==> config.mk <==
export PLATFORM = sky130hd
export DESIGN_NAME = pager_mmu
export DESIGN_NICKNAME = d
export VERILOG_FILES = /design/src/rtl/pager_pkg.sv /design/src/rtl/pager_rst_sync.sv /design/src/rtl/pager_tlb.sv /design/src/rtl/pager_walker.sv /design/src/rtl/pager_mmu.sv
export SDC_FILE = /design/constraint.sdc
export NUM_CORES = 1
export LEC_CHECK = 0
export ABC_AREA = 1
export BUFFER_PORTS_ARGS = -buffer_cell sky130_fd_sc_hd__buf_2
export CORE_UTILIZATION = 60
export DETAILED_ROUTE_END_ITERATION = 6
export PLACE_DENSITY = 0.89
export SYNTH_ARGS = -nofsm -noshare
export SYNTH_HDL_FRONTEND = slang
export SYNTH_HIERARCHICAL = 1
export SYNTH_SLANG_ARGS = --single-unit
export TNS_END_PERCENT = 1
==> constraint.sdc <==
create_clock -name clk -period 3.75 [get_ports clk]
set_clock_uncertainty 0.2 [all_clocks]
set_input_delay 0.1875 -clock clk [delete_from_list [all_inputs] [get_ports clk]]
set_output_delay 0.1875 -clock clk [all_outputs]
set_load 0.1 [all_outputs]
==> src/rtl/pager_pkg.sv <==
package pager_pkg;
  localparam int LA_W  = 32;
  localparam int OFF_W = 12;
  localparam int IDX_W = 10;
  localparam int VPN_W = LA_W - OFF_W;
  localparam int PRESENT_BIT = 0;

  typedef enum logic [1:0] {M_IDLE, M_WALK, M_RESP} mmu_st_e;
  typedef enum logic [2:0] {W_IDLE, W_DIR_REQ, W_DIR_WAIT, W_PTE_REQ, W_PTE_WAIT} walk_st_e;
endpackage

==> src/rtl/pager_rst_sync.sv <==
module pager_rst_sync #(
  parameter int STAGES = 2
) (
  input  logic clk,
  input  logic rst_n,
  output logic rst_n_sync
);
  logic [STAGES-1:0] sync_q;

  always_ff @(posedge clk or negedge rst_n) begin
    if (!rst_n) sync_q <= '0;
    else        sync_q <= {sync_q[STAGES-2:0], 1'b1};
  end

  assign rst_n_sync = sync_q[STAGES-1];
endmodule

==> src/rtl/pager_tlb.sv <==
module pager_tlb #(
  parameter int ENTRIES = 8,
  parameter int TAG_W   = 20,
  parameter int PFN_W   = 20
) (
  input  logic             clk,
  input  logic             rst_n,
  input  logic [TAG_W-1:0] lookup_tag,
  output logic             hit,
  output logic [PFN_W-1:0] hit_pfn,
  input  logic             flush,
  input  logic             fill_en,
  input  logic [TAG_W-1:0] fill_tag,
  input  logic [PFN_W-1:0] fill_pfn
);
  localparam int PTR_W = (ENTRIES > 1) ? $clog2(ENTRIES) : 1;

  logic [ENTRIES-1:0] valid_q, valid_d, match;
  logic [TAG_W-1:0]   tag_q [ENTRIES];
  logic [PFN_W-1:0]   pfn_q [ENTRIES];
  logic [PTR_W-1:0]   ptr_q, ptr_d;
  logic               fill_do;

  // flush has priority over a fill in the same cycle
  assign fill_do = fill_en && !flush;

  for (genvar g = 0; g < ENTRIES; g++) begin : g_entry
    assign match[g] = valid_q[g] && (tag_q[g] == lookup_tag);

    always_ff @(posedge clk) begin
      if (fill_do && (ptr_q == PTR_W'(g))) begin
        tag_q[g] <= fill_tag;
        pfn_q[g] <= fill_pfn;
      end
    end
  end

  always_comb begin
    hit_pfn = '0;
    for (int i = 0; i < ENTRIES; i++) begin
      if (match[i]) hit_pfn = hit_pfn | pfn_q[i];
    end
  end
  assign hit = |match;

  always_comb begin
    valid_d = valid_q;
    ptr_d   = ptr_q;
    if (flush) begin
      valid_d = '0;
    end else if (fill_do) begin
      for (int i = 0; i < ENTRIES; i++) begin
        if (ptr_q == PTR_W'(i)) valid_d[i] = 1'b1;
      end
      ptr_d = (ptr_q == PTR_W'(ENTRIES - 1)) ? '0 : ptr_q + 1'b1;
    end
  end

  always_ff @(posedge clk or negedge rst_n) begin
    if (!rst_n) begin
      valid_q <= '0;
      ptr_q   <= '0;
    end else begin
      valid_q <= valid_d;
      ptr_q   <= ptr_d;
    end
  end
endmodule

==> src/rtl/pager_walker.sv <==
module pager_walker
  import pager_pkg::*;
(
  input  logic             clk,
  input  logic             rst_n,
  input  logic             start,
  input  logic [VPN_W-1:0] vpn,
  input  logic [VPN_W-1:0] dir_base,
  output logic             mem_req_valid,
  input  logic             mem_req_ready,
  output logic [LA_W-1:0]  mem_req_addr,
  input  logic             mem_rsp_valid,
  input  logic [LA_W-1:0]  mem_rsp_data,
  output logic             done,
  output logic             fault,
  output logic [VPN_W-1:0] pfn
);
  walk_st_e         st_q, st_d;
  logic [VPN_W-1:0] tbl_q;
  logic             tbl_en;
  logic             present;
  logic [OFF_W-2:0] rsvd_unused;

  assign present     = mem_rsp_data[PRESENT_BIT];
  assign pfn         = mem_rsp_data[LA_W-1:OFF_W];
  assign rsvd_unused = mem_rsp_data[OFF_W-1:1];

  always_comb begin
    st_d   = st_q;
    tbl_en = 1'b0;
    done   = 1'b0;
    fault  = 1'b0;
    unique case (st_q)
      W_IDLE:     if (start) st_d = W_DIR_REQ;
      W_DIR_REQ:  if (mem_req_ready) st_d = W_DIR_WAIT;
      W_DIR_WAIT: if (mem_rsp_valid) begin
        if (present) begin
          tbl_en = 1'b1;
          st_d   = W_PTE_REQ;
        end else begin
          done  = 1'b1;
          fault = 1'b1;
          st_d  = W_IDLE;
        end
      end
      W_PTE_REQ:  if (mem_req_ready) st_d = W_PTE_WAIT;
      W_PTE_WAIT: if (mem_rsp_valid) begin
        done  = 1'b1;
        fault = !present;
        st_d  = W_IDLE;
      end
      default:    st_d = W_IDLE;
    endcase
  end

  assign mem_req_valid = (st_q == W_DIR_REQ) || (st_q == W_PTE_REQ);
  assign mem_req_addr  = (st_q == W_PTE_REQ)
                       ? {tbl_q, vpn[IDX_W-1:0], 2'b00}
                       : {dir_base, vpn[VPN_W-1:IDX_W], 2'b00};

  always_ff @(posedge clk or negedge rst_n) begin
    if (!rst_n) st_q <= W_IDLE;
    else        st_q <= st_d;
  end

  always_ff @(posedge clk) begin
    if (tbl_en) tbl_q <= pfn;
  end
endmodule

==> src/rtl/pager_mmu.sv <==
module pager_mmu
  import pager_pkg::*;
#(
  parameter int TLB_ENTRIES = 8
) (
  input  logic             clk,
  input  logic             rst_n,
  input  logic             pg_enable,
  input  logic [VPN_W-1:0] dir_base,
  input  logic             tlb_flush,
  input  logic             req_valid,
  output logic             req_ready,
  input  logic [LA_W-1:0]  req_laddr,
  output logic             rsp_valid,
  output logic [LA_W-1:0]  rsp_paddr,
  output logic             rsp_fault,
  output logic [LA_W-1:0]  fault_addr,
  output logic             mem_req_valid,
  input  logic             mem_req_ready,
  output logic [LA_W-1:0]  mem_req_addr,
  input  logic             mem_rsp_valid,
  input  logic [LA_W-1:0]  mem_rsp_data
);
  logic             rstn_s;
  mmu_st_e          st_q, st_d;
  logic [LA_W-1:0]  la_q, rsp_paddr_q, rsp_paddr_d, fa_q;
  logic             rsp_fault_q, rsp_fault_d;
  logic             la_en, rsp_en, fa_en, walk_start, accept;
  logic             tlb_hit, hit_use, fill_en;
  logic [VPN_W-1:0] hit_pfn, w_pfn;
  logic             w_done, w_fault;

  pager_rst_sync #(.STAGES(2)) i_rst_sync (
    .clk(clk), .rst_n(rst_n), .rst_n_sync(rstn_s)
  );

  pager_tlb #(.ENTRIES(TLB_ENTRIES), .TAG_W(VPN_W), .PFN_W(VPN_W)) i_tlb (
    .clk(clk), .rst_n(rstn_s),
    .lookup_tag(req_laddr[LA_W-1:OFF_W]), .hit(tlb_hit), .hit_pfn(hit_pfn),
    .flush(tlb_flush), .fill_en(fill_en),
    .fill_tag(la_q[LA_W-1:OFF_W]), .fill_pfn(w_pfn)
  );

  pager_walker i_walker (
    .clk(clk), .rst_n(rstn_s), .start(walk_start),
    .vpn(la_q[LA_W-1:OFF_W]), .dir_base(dir_base),
    .mem_req_valid(mem_req_valid), .mem_req_ready(mem_req_ready),
    .mem_req_addr(mem_req_addr), .mem_rsp_valid(mem_rsp_valid),
    .mem_rsp_data(mem_rsp_data), .done(w_done), .fault(w_fault), .pfn(w_pfn)
  );

  assign req_ready = (st_q == M_IDLE) && rstn_s;
  assign accept    = req_valid && req_ready;
  assign hit_use   = tlb_hit && !tlb_flush;
  assign fill_en   = (st_q == M_WALK) && w_done && !w_fault;

  always_comb begin
    st_d        = st_q;
    la_en       = 1'b0;
    rsp_en      = 1'b0;
    fa_en       = 1'b0;
    walk_start  = 1'b0;
    rsp_paddr_d = '0;
    rsp_fault_d = 1'b0;
    unique case (st_q)
      M_IDLE: if (accept) begin
        la_en = 1'b1;
        if (!pg_enable) begin
          rsp_en      = 1'b1;
          rsp_paddr_d = req_laddr;
          st_d        = M_RESP;
        end else if (hit_use) begin
          rsp_en      = 1'b1;
          rsp_paddr_d = {hit_pfn, req_laddr[OFF_W-1:0]};
          st_d        = M_RESP;
        end else begin
          walk_start = 1'b1;
          st_d       = M_WALK;
        end
      end
      M_WALK: if (w_done) begin
        rsp_en = 1'b1;
        if (w_fault) begin
          rsp_fault_d = 1'b1;
          fa_en       = 1'b1;
        end else begin
          rsp_paddr_d = {w_pfn, la_q[OFF_W-1:0]};
        end
        st_d = M_RESP;
      end
      M_RESP:  st_d = M_IDLE;
      default: st_d = M_IDLE;
    endcase
  end

  always_ff @(posedge clk or negedge rstn_s) begin
    if (!rstn_s) begin
      st_q        <= M_IDLE;
      rsp_paddr_q <= '0;
      rsp_fault_q <= 1'b0;
      fa_q        <= '0;
    end else begin
      st_q <= st_d;
      if (rsp_en) begin
        rsp_paddr_q <= rsp_paddr_d;
        rsp_fault_q <= rsp_fault_d;
      end
      if (fa_en) fa_q <= la_q;
    end
  end

  always_ff @(posedge clk) begin
    if (la_en) la_q <= req_laddr;
  end

  assign rsp_valid  = (st_q == M_RESP);
  assign rsp_paddr  = rsp_paddr_q;
  assign rsp_fault  = rsp_fault_q;
  assign fault_addr = fa_q;
endmodule

==> results of run 1 <==
-- what timing repair did --
action,CTS,global route
setup buffers,0,1
hold endpoints to repair,254,0
hold buffers,59,0
setup endpoints to repair,0,1
-- registers in the layout, indices dropped and copies added, names as in the netlist --
register	flops
fault_addr	32
rsp_paddr	32
i_tlb/valid_q	8
rsp_fault	1
i_tlb/pfn_q	160
st_q	2
i_tlb/tag_q	160
i_walker/st_q	3
la_q	32
i_rst_sync/sync_q	2
i_walker/tbl_q	20
i_tlb/ptr_q	3
-- metrics by stage --
| stage | setup TNS [ns] | hold slack [ns] | utilization (%) | instances |
|---|---|---|---|---|
| 2_1_floorplan | -97.81 | -0.308 | - | 2041 |
| 3_3_place_gp | 0 | -0.227 | 63.6 | 2594 |
| 3_5_place_dp | 0 | -0.225 | 63.6 | 2594 |
| 4_1_cts | 0 | 0.0873 | 69.2 | 2731 |
| 5_1_grt | 0 | 0.134 | 69.2 | 2733 |
| 6_report | 0 | 0.0897 | 69.2 | 2733 |
-- power by group through the flow --
| stage | clock network [µW] | registers (µW) | logic, µW |
|---|---|---|---|
| global route | 4440 | 6140 | 4240 |
| floorplan | 0 | 7670 | 1670 |
| global placement | 0 | 6180 | 3890 |
| detailed placement | 0 | 6200 | 3960 |
| CTS | 4230 | 6100 | 4030 |
| finish | 4250 | 6120 | 4110 |
-- cell usage after synthesis, types with 5 or more instances --
cell type and number:
nand2_1 606, edfxtp_1 372, inv_1 165, nand4_1 164, nor2_1 150, dfrtp_1 83, nand3_1 79, o21ai_0 50
buf_4 46, a21oi_1 44, buf_6 40, o21ai_1 40, buf_2 33, o21ai_2 24, inv_2 20, nand2_2 18
nor2_2 16, xnor2_1 14, nor2_4 13, xor2_1 12, ha_1 6, nand3_2 6, nor3_1 6, o21bai_1 6
or2_0 5
-- per-layer routing --
layer	global-route usage, %	share of wire, %	vias to the layer above	wire length, µm
li1	-	-	7275	-
met1	43.6	33	7905	20900
met2	57.5	47	1494	29500
met3	8.19	14	325	9130
met4	17.6	6.0	0	3770
met5	0	0	-	0
-- cell usage in the layout, fill, tap and decap left out, drive strengths merged, types with 5 or more instances in the layout --
cell	synthesis	final
a21oi	44	44
buf	119	225
clkbuf	7	60
clkinv	1	16
dfrtp	83	83
dlygate4sd3	0	59
edfxtp	372	372
ha	6	6
inv	186	186
nand2	624	624
nand3	86	86
nand4	164	164
nor2	179	180
nor3	6	6
o211ai	6	6
o21ai	114	114
o21bai	6	6
or2	5	5
xnor2	14	14
xor2	12	12
-- worst reg2reg max path, delay by kind of cell (launching register included) --
kind / cells / cell delay, ns
DFF: 1 / 0.46
buffers and inverters: 4 / 1.20
and+or+nand+nor: 8 / 1.15
-- worst min-delay path by stage --
stage          slack [ns]                   end  depth (start not counted)       from
2_1_floorplan       -0.31  i_rst_sync/sync_q[0]                          0      rst_n
6_report             0.09               st_q[1]                          3  req_valid
5_1_grt              0.13               st_q[1]                          3  req_valid
3_3_place_gp        -0.23  i_rst_sync/sync_q[0]                          1      rst_n
3_5_place_dp        -0.22  i_rst_sync/sync_q[0]                          1      rst_n
4_1_cts              0.09               st_q[1]                          3  req_valid
-- cell families after synthesis --
| family | Yosys count | synth area share [%] |
|---|---|---|
| and+or+nand+nor | 1065 | 22.6 |
| DFF | 455 | 62.9 |
| other | 2 | 0.0357 |
| buffers and inverters | 313 | 8.17 |
| xor gates and xnor gates | 26 | 1.08 |
| AOI/OAI and AO/OA | 173 | 4.80 |
| adders and majority gates | 6 | 0.357 |
-- layout make-up --
type                       count  share of cell area (%)
tap                          455                    2.38
clock buffer                  60                    5.03
multi-input combinational   1274                    25.9
inverter                     187                    2.95
clock inverter                18                   0.628
sequential                   455                    55.4
timing repair buffer         284                    7.73
==> parameters.txt, run 1 <==
Parameter                              Value

Run status
  Result of the run    complete, no violations

Run
  Max-cap violation count    0

GRT
  Initial antenna violation count    0
  Remaining Overflow, GRT    0
  Global-route usage over all layers    35.0%
  First-pass GRT wire length    94400 µm
  Via count of the first global-routing pass    16800
  Pin count of the biggest net entering global routing    82

Worst setup path
  RR Endpoint    i_tlb/tag_q[0][44]
  Data arrival time of the worst path    3.80 ns
  Kind of cell with the highest combined delay on the critical path    simple AND/OR/NAND/NOR gates
  Type of the worst setup path    in2reg
  Depth of the worst register-to-register path    12
  Worst setup path startpoint    req_laddr[19]
  Startpoint types    input port
  Crit path top cell by count    nand2_1
  Cell with the largest stage delay on the worst path    dlygate4sd3_1
  Cell-by-cell trace of the critical path    dlygate4sd3_1 > buf_2 > inv_2 > nand2_1 > nand2_1 > nor2_1 > nand2_1 > nor2_4 > nand3_1 > nand2_1 > nor2_1 > nand2_1 > nand2_1 > nand2_1 > nor2_1 > nand3b_1 > nand4_1 > nand2_1 > dlygate4sd3_1
  Startpoint of the most critical register-to-register path    i_walker/st_q[1]
  Data required, critical path    3.97 ns
  Logic depth of the worst setup path including buffers    19
  Minimum setup slack among reg-to-reg paths    0.35 ns
  Crit path to    i_walker/st_q[0]
  Critical-path maximum fanout    9
  Worst path max stage delay    0.56 ns
  Critical path buffer and inverter count    4
  Nature of the critical path endpoint    register

Route
  Vias per inst    6.22
  Antenna-violating nets left    0
  Number of iterations in the first detailed-routing pass    6
  Detail-routed net length per standard cell    23.2 µm
  Vias post-DR    17000
  Number of DRC violations after detailed-routing iteration 0    2482
  DRC viols    0
  Routed wire length    63300 µm

Power
  Sw Ratio    38.8%
  Share of total power in sequential cells    42.3%
  Internal power    8860 µW
  Total chip power    14500 µW
  Net switching power figure    5620 µW
  Comb pwr share    28.4%
  Worst ir drop on vdd    0.573 mV
  Lkg Pwr    0.0103 µW
  Clock network power share    29.4%
  Areal power density over the cells    606 mW/mm²

STA
  Final period util    95.2%
  Setup repair after global routing missed its margin    false
  Total count of max-transition violations in the final report    0
  Relative max-transition margin    8.98%
  Measured slew at the worst slew-check pin    1.36 ns
  Highest achievable clock rate    0.280 GHz
  Final number of setup-violating endpoints    0
  Final Hold Violating Endpoints    0
  Minimum clock period after layout    3.57 ns
  Final worst setup slack    0.178 ns

Synthesis
  Syn. warnings    6
  Number of enable flip-flop cells after synthesis    372
  Sequential element share of the synthesized area    62.9%
  Largest cells by area after synthesis    edfxtp_1 (53%), nand2_1 (11%), dfrtp_1 (9.9%)
  Unique cell type count in the Yosys netlist    36
  Synthesized flop and latch total    455
  Cell type with the highest aggregate area in the netlist    edfxtp_1
  Synth Flop Type    edfxtp_1
  Summed instance area of the synthesized netlist    0.0211 mm²
  Cell count after synthesis    2040
  Post-Synthesis Mean Instance Area    10.3 µm²
  Async set-reset flop share out of synthesis    18.2%
  Fraction of post-synthesis cell area in the top cell type by area    53.1%

Worst hold path
  Worst hold path type    in2reg

Placement
  Detailed Place HPWL    39200 µm
  Post-detailed-placement cell area    0.0220 mm²
  Total of buffers placed on input and output ports    177
  Routability congestion estimate from global placement    0.968
  Dpl ws    0.449 ns

Clocking
  Number of buffers created by CTS    44
  H-tree lvl count    2
  Clock latency reported for the late side of the worst-skew pair    0.55 ns
  Clock tree from TritonCTS    done
  Clk root buf    clkbuf_16
  Clock transition time at the flip-flop clock pins of the worst setup and hold paths    0.06 ns
  Number of gates resized after cts    0
  CTS Sinks    455
  Clock Path Buffers    3

Cells and area
  Count of antenna diodes in the layout    0
  Area occupied by registers    0.0133 mm²
  Fillcell total    2269
  Area of combinational cells with multiple inputs    0.00618 mm²
  Final standard cell area without fillers    0.0239 mm²
  Area growth from synthesis to final layout    13.6%
  Layout cell share with drive strength beyond 1    17.6%
  Number of nets at the end of the flow    2343

Floorplan
  Placement row count    68
  Effective utilization at floorplan    60.9%
  DIE AREA    0.0358 mm²
  Horizontal die dimension    189 µm
  Count of pins on the block boundary    191
  Area of the placeable core    0.0345 mm²
  Die Span Y    189 µm
Note: power is estimated with default switching activity, not from simulation.
==> run 2, diff against run 1 <==
--- a/config.mk
+++ b/config.mk
@@ -5,11 +5,10 @@
 export SDC_FILE = /design/constraint.sdc
 export NUM_CORES = 1
 export LEC_CHECK = 0
-export ABC_AREA = 1
 export BUFFER_PORTS_ARGS = -buffer_cell sky130_fd_sc_hd__buf_2
-export CORE_UTILIZATION = 60
+export CORE_UTILIZATION = 59
 export DETAILED_ROUTE_END_ITERATION = 6
-export PLACE_DENSITY = 0.89
+export PLACE_DENSITY = 0.88
 export SYNTH_ARGS = -nofsm -noshare
 export SYNTH_HDL_FRONTEND = slang
 export SYNTH_HIERARCHICAL = 1
==> run 2 against run 1 <==
Net effect:
- worst hold slack got worse by 0.078 ns
- sequential share of layout area rose by 1.5 points
- utilization is essentially flat
- flip-flop and latch count is the same
- clock power rose by 3%
- routed wire length fell by 14%
- combinational power grew 5.6%
- die area down 2.4%
- cell count is 24% lower
- design area down 2.7%
- register-to-register slack worse by 0.17 ns
- largest cell class unchanged
- largest power group unchanged
==> parameters.txt, run 2 <==
Parameter                              Value

Run status
  Result of the run    complete, no violations

Floorplan
  Area of the placeable core    0.0336 mm² (-2.7%)
  Horizontal die dimension    187 µm (-1.2%)
  DIE AREA    0.0350 mm² (-2.4%)
  Die Span Y    187 µm (-1.2%)
  Effective utilization at floorplan    60.1% (-0.86 points)
  Count of pins on the block boundary    191 (unchanged)
  Placement row count    67 (-1.5%)

Cells and area
  Count of antenna diodes in the layout    0 (unchanged)
  Final core utilization    69.2% (about the same)
  Area growth from synthesis to final layout    15.2%
  Most common cell after layout, fill and taps aside    edfxtp_1
  Number of nets at the end of the flow    1690 (-28%)
  Layout cell share with drive strength beyond 1    24.3% (+6.7 points)
  Fillcell total    2016 (-11%)
  Count of non-filler cells in the finished layout    2075 (-24%)
  Registers with the most flip-flops    i_tlb/pfn_q (160), i_tlb/tag_q (160)
  Most frequent cells in the layout    edfxtp_1 (372), buf_2 (176), xnor2_1 (129)

Synthesis
  Synth Area in Simple Gates    9.05% (-14 points)
  Unique cell type count in the Yosys netlist    54 (+50%)
  Commonest cells in the synthesized netlist    edfxtp_1 (372), xnor2_1 (129), inv_1 (110)
  Cell count after synthesis    1383 (-32%)
  Most frequent cell after synthesis    edfxtp_1
  Synth Flop Type    edfxtp_1
  Number of enable flip-flop cells after synthesis    372 (unchanged)
  XOR/XNOR share of the synthesized area    7.17% (+6.1 points)
  Fraction of post-synthesis cell area in the top cell type by area    55.3% (+2.2 points)
  Async set-reset flop share out of synthesis    18.2% (unchanged)
  Cell type with the highest aggregate area in the netlist    edfxtp_1
  Summed instance area of the synthesized netlist    0.0202 mm² (-4.1%)
  Syn. warnings    6 (unchanged)
  Synthesized flop and latch total    455 (unchanged)
  Portion of netlist area occupied by mux cells    4.01% (+4.0 points)
  Post-Synthesis Mean Instance Area    14.6 µm² (+42%)
  Synth Area in Compound Gates    7.25% (+2.5 points)
  Largest cells by area after synthesis    edfxtp_1 (55%), dfrtp_1 (10%), xnor2_1 (5.6%)
  Fraction of the mapped netlist area in adder cells    0.372% (+0.015 points)
  Main combinational cell family by area after synthesis    simple AND/OR/NAND/NOR gates
  Sequential element share of the synthesized area    65.6% (+2.7 points)

GRT
  Remaining Overflow, GRT    0 (unchanged)
  Via count of the first global-routing pass    13800 (-18%)
  First-pass GRT wire length    81300 µm (-14%)
  Global-route usage over all layers    31.1% (-4.0 points)
  Pin count of the biggest net entering global routing    48 (-41%)
  Initial antenna violation count    2 (+2)

Worst setup path
  Startpoint types    input port
  Nature of the critical path endpoint    register
  Type of the worst setup path    in2reg
  Cell with the largest stage delay on the worst path    dlygate4sd3_1
  Cell-by-cell trace of the critical path    dlygate4sd3_1 > clkbuf_4 > xnor2_1 > o2111ai_1 > buf_4 > nor3_1 > a22oi_1 > nand4_1 > nand2b_1 > and3_1 > nor2b_1 > o31a_1 > dlygate4sd3_1
  Data arrival time of the worst path    3.92 ns (+0.12 ns)
  Crit path top cell by count    dlygate4sd3_1
  Worst path max stage delay    0.56 ns (about the same)
  Data required, critical path    3.97 ns (about the same)
  Critical-path maximum fanout    21 (+12)

STA
  Total negative slack    0 ns (unchanged)
  Setup repair after global routing missed its margin    false
  Total count of max-transition violations in the final report    0 (unchanged)
  Highest achievable clock rate    0.270 GHz (-3.5%)
  Measured slew at the worst slew-check pin    0.835 ns (-0.528 ns)
  Final Hold Slack    0.0113 ns (-0.0784 ns)
  Minimum clock period after layout    3.70 ns (+0.130 ns)
  Relative max-transition margin    44.3% (+35 points)
  Final number of setup-violating endpoints    0 (unchanged)
  Final period util    98.7% (+3.5 points)
  Final Hold Violating Endpoints    0 (unchanged)

Route
  Vias post-DR    13400 (-21%)
  Antenna-violating nets left    0 (unchanged)
  DRC viols    0 (unchanged)
  Routed wire length    54600 µm (-14%)
  Detail-routed net length per standard cell    26.3 µm (+14%)
  Vias per inst    6.44 (+3.5%)
  Number of DRC violations after detailed-routing iteration 0    1704 (-31%)
  Number of iterations in the first detailed-routing pass    6 (unchanged)

Clocking
  Clock Path Buffers    3 (unchanged)
  H-tree lvl count    2 (unchanged)
  Clock latency reported for the late side of the worst-skew pair    0.53 ns (-0.02 ns)
  CTS Sinks    455 (unchanged)
  Number of buffers created by CTS    44 (unchanged)
  Number of buffers inserted by post-CTS setup repair    0 (unchanged)
  Clock tree from TritonCTS    done
  Clk root buf    clkbuf_16
  Clock transition time at the flip-flop clock pins of the worst setup and hold paths    0.06 ns (about the same)

Power
  Lkg Pwr    0.00885 µW (-14%)
  Areal power density over the cells    642 mW/mm² (+6.0%)
  Worst ir drop on vdd    0.742 mV (+29%)

Run
  Max-cap violation count    0 (unchanged)

Placement
  Total of buffers placed on input and output ports    177 (unchanged)
  Routability congestion estimate from global placement    0.846 (-13%)
  Cell count after placement    1936 (-25%)
  Detailed Place HPWL    31500 µm (-20%)

Worst hold path
  Worst hold path type    in2reg
run 2: final timing paths:
check	to	cells past startpoint	slack (ns)	from
min in group asynchronous	fault_addr[7]	0	0.12	i_rst_sync/sync_q[1]
setup reg to reg	i_walker/st_q[0]	11	0.18	i_tlb/tag_q[1][24]
hold / removal	la_q[28]	2	0.01	req_laddr[28]
setup / recovery	i_walker/st_q[0]	13	0.05	req_laddr[16]
hold reg to reg	fault_addr[7]	0	0.12	i_rst_sync/sync_q[1]
max in group asynchronous	fault_addr[25]	1	2.13	i_rst_sync/sync_q[1]
run 2: worst max-delay path, delay by kind of cell:
family,cells,cell delay (ns)
AND/OR/NAND/NOR,5,1.15
AO/OA/AOI/OAI,3,0.63
buffers and inverters,4,1.64
XOR/XNOR,1,0.28
run 2: logic make-up after synthesis:
kind of cell | Yosys count
XOR/XNOR | 152
flip-flops | 455
AO/OA/AOI/OAI | 164
adder cells (fa/ha/maj) | 6
buffers and inverters | 230
AND/OR/NAND/NOR | 312
other | 2
multiplexers | 62
run 2: where the power goes:
group | leakage, µW | internal, µW | total [µW] | switching (µW)
clock | 0.000691 | 2550 | 4370 | 1820
combinational | 0.00373 | 904 | 4340 | 3430
sequential | 0.00442 | 5880 | 6230 | 350
total | 0.00885 | 9340 | 14900 | 5600
run 2: repair_timing:
| item | in CTS | in global routing |
|---|---|---|
| gates resized for setup | 0 | 1 |
| hold buffers | 59 | 0 |
| setup endpoints to repair | 0 | 1 |
| hold endpoints to repair | 250 | 0 |
run 2: per-layer routing:
layer | routed length, µm | up-vias | global-route usage (%)
met4 | 2180 | 4 | 13.1
li1 | - | 5553 | -
met5 | 23 | - | 0
met1 | 18800 | 6551 | 38.5
met3 | 7020 | 205 | 7.82
met2 | 26600 | 1041 | 52.1
run 2: layout make-up:
type / instances / area, µm² / share of cell area [%]
Clock buffer: 67 / 1280 / 5.50
Inverter: 110 / 413 / 1.77
Sequential cell: 455 / 13300 / 57.0
Timing Repair Buffer: 283 / 1890 / 8.14
Multi-Input combinational cell: 699 / 5730 / 24.6
Clock inverter: 13 / 138 / 0.591
Tap cell: 448 / 561 / 2.41
run 2: per-stage QoR:
step	setup WS, ns	total power (µW)	instance area (µm²)
floorplan	-0.536	9780	20200
finish	0.0484	14900	23300
global route	0.0281	15300	23300
global placement	0.701	10400	21300
detailed placement	0.585	10500	21300
CTS	0.221	14900	23300
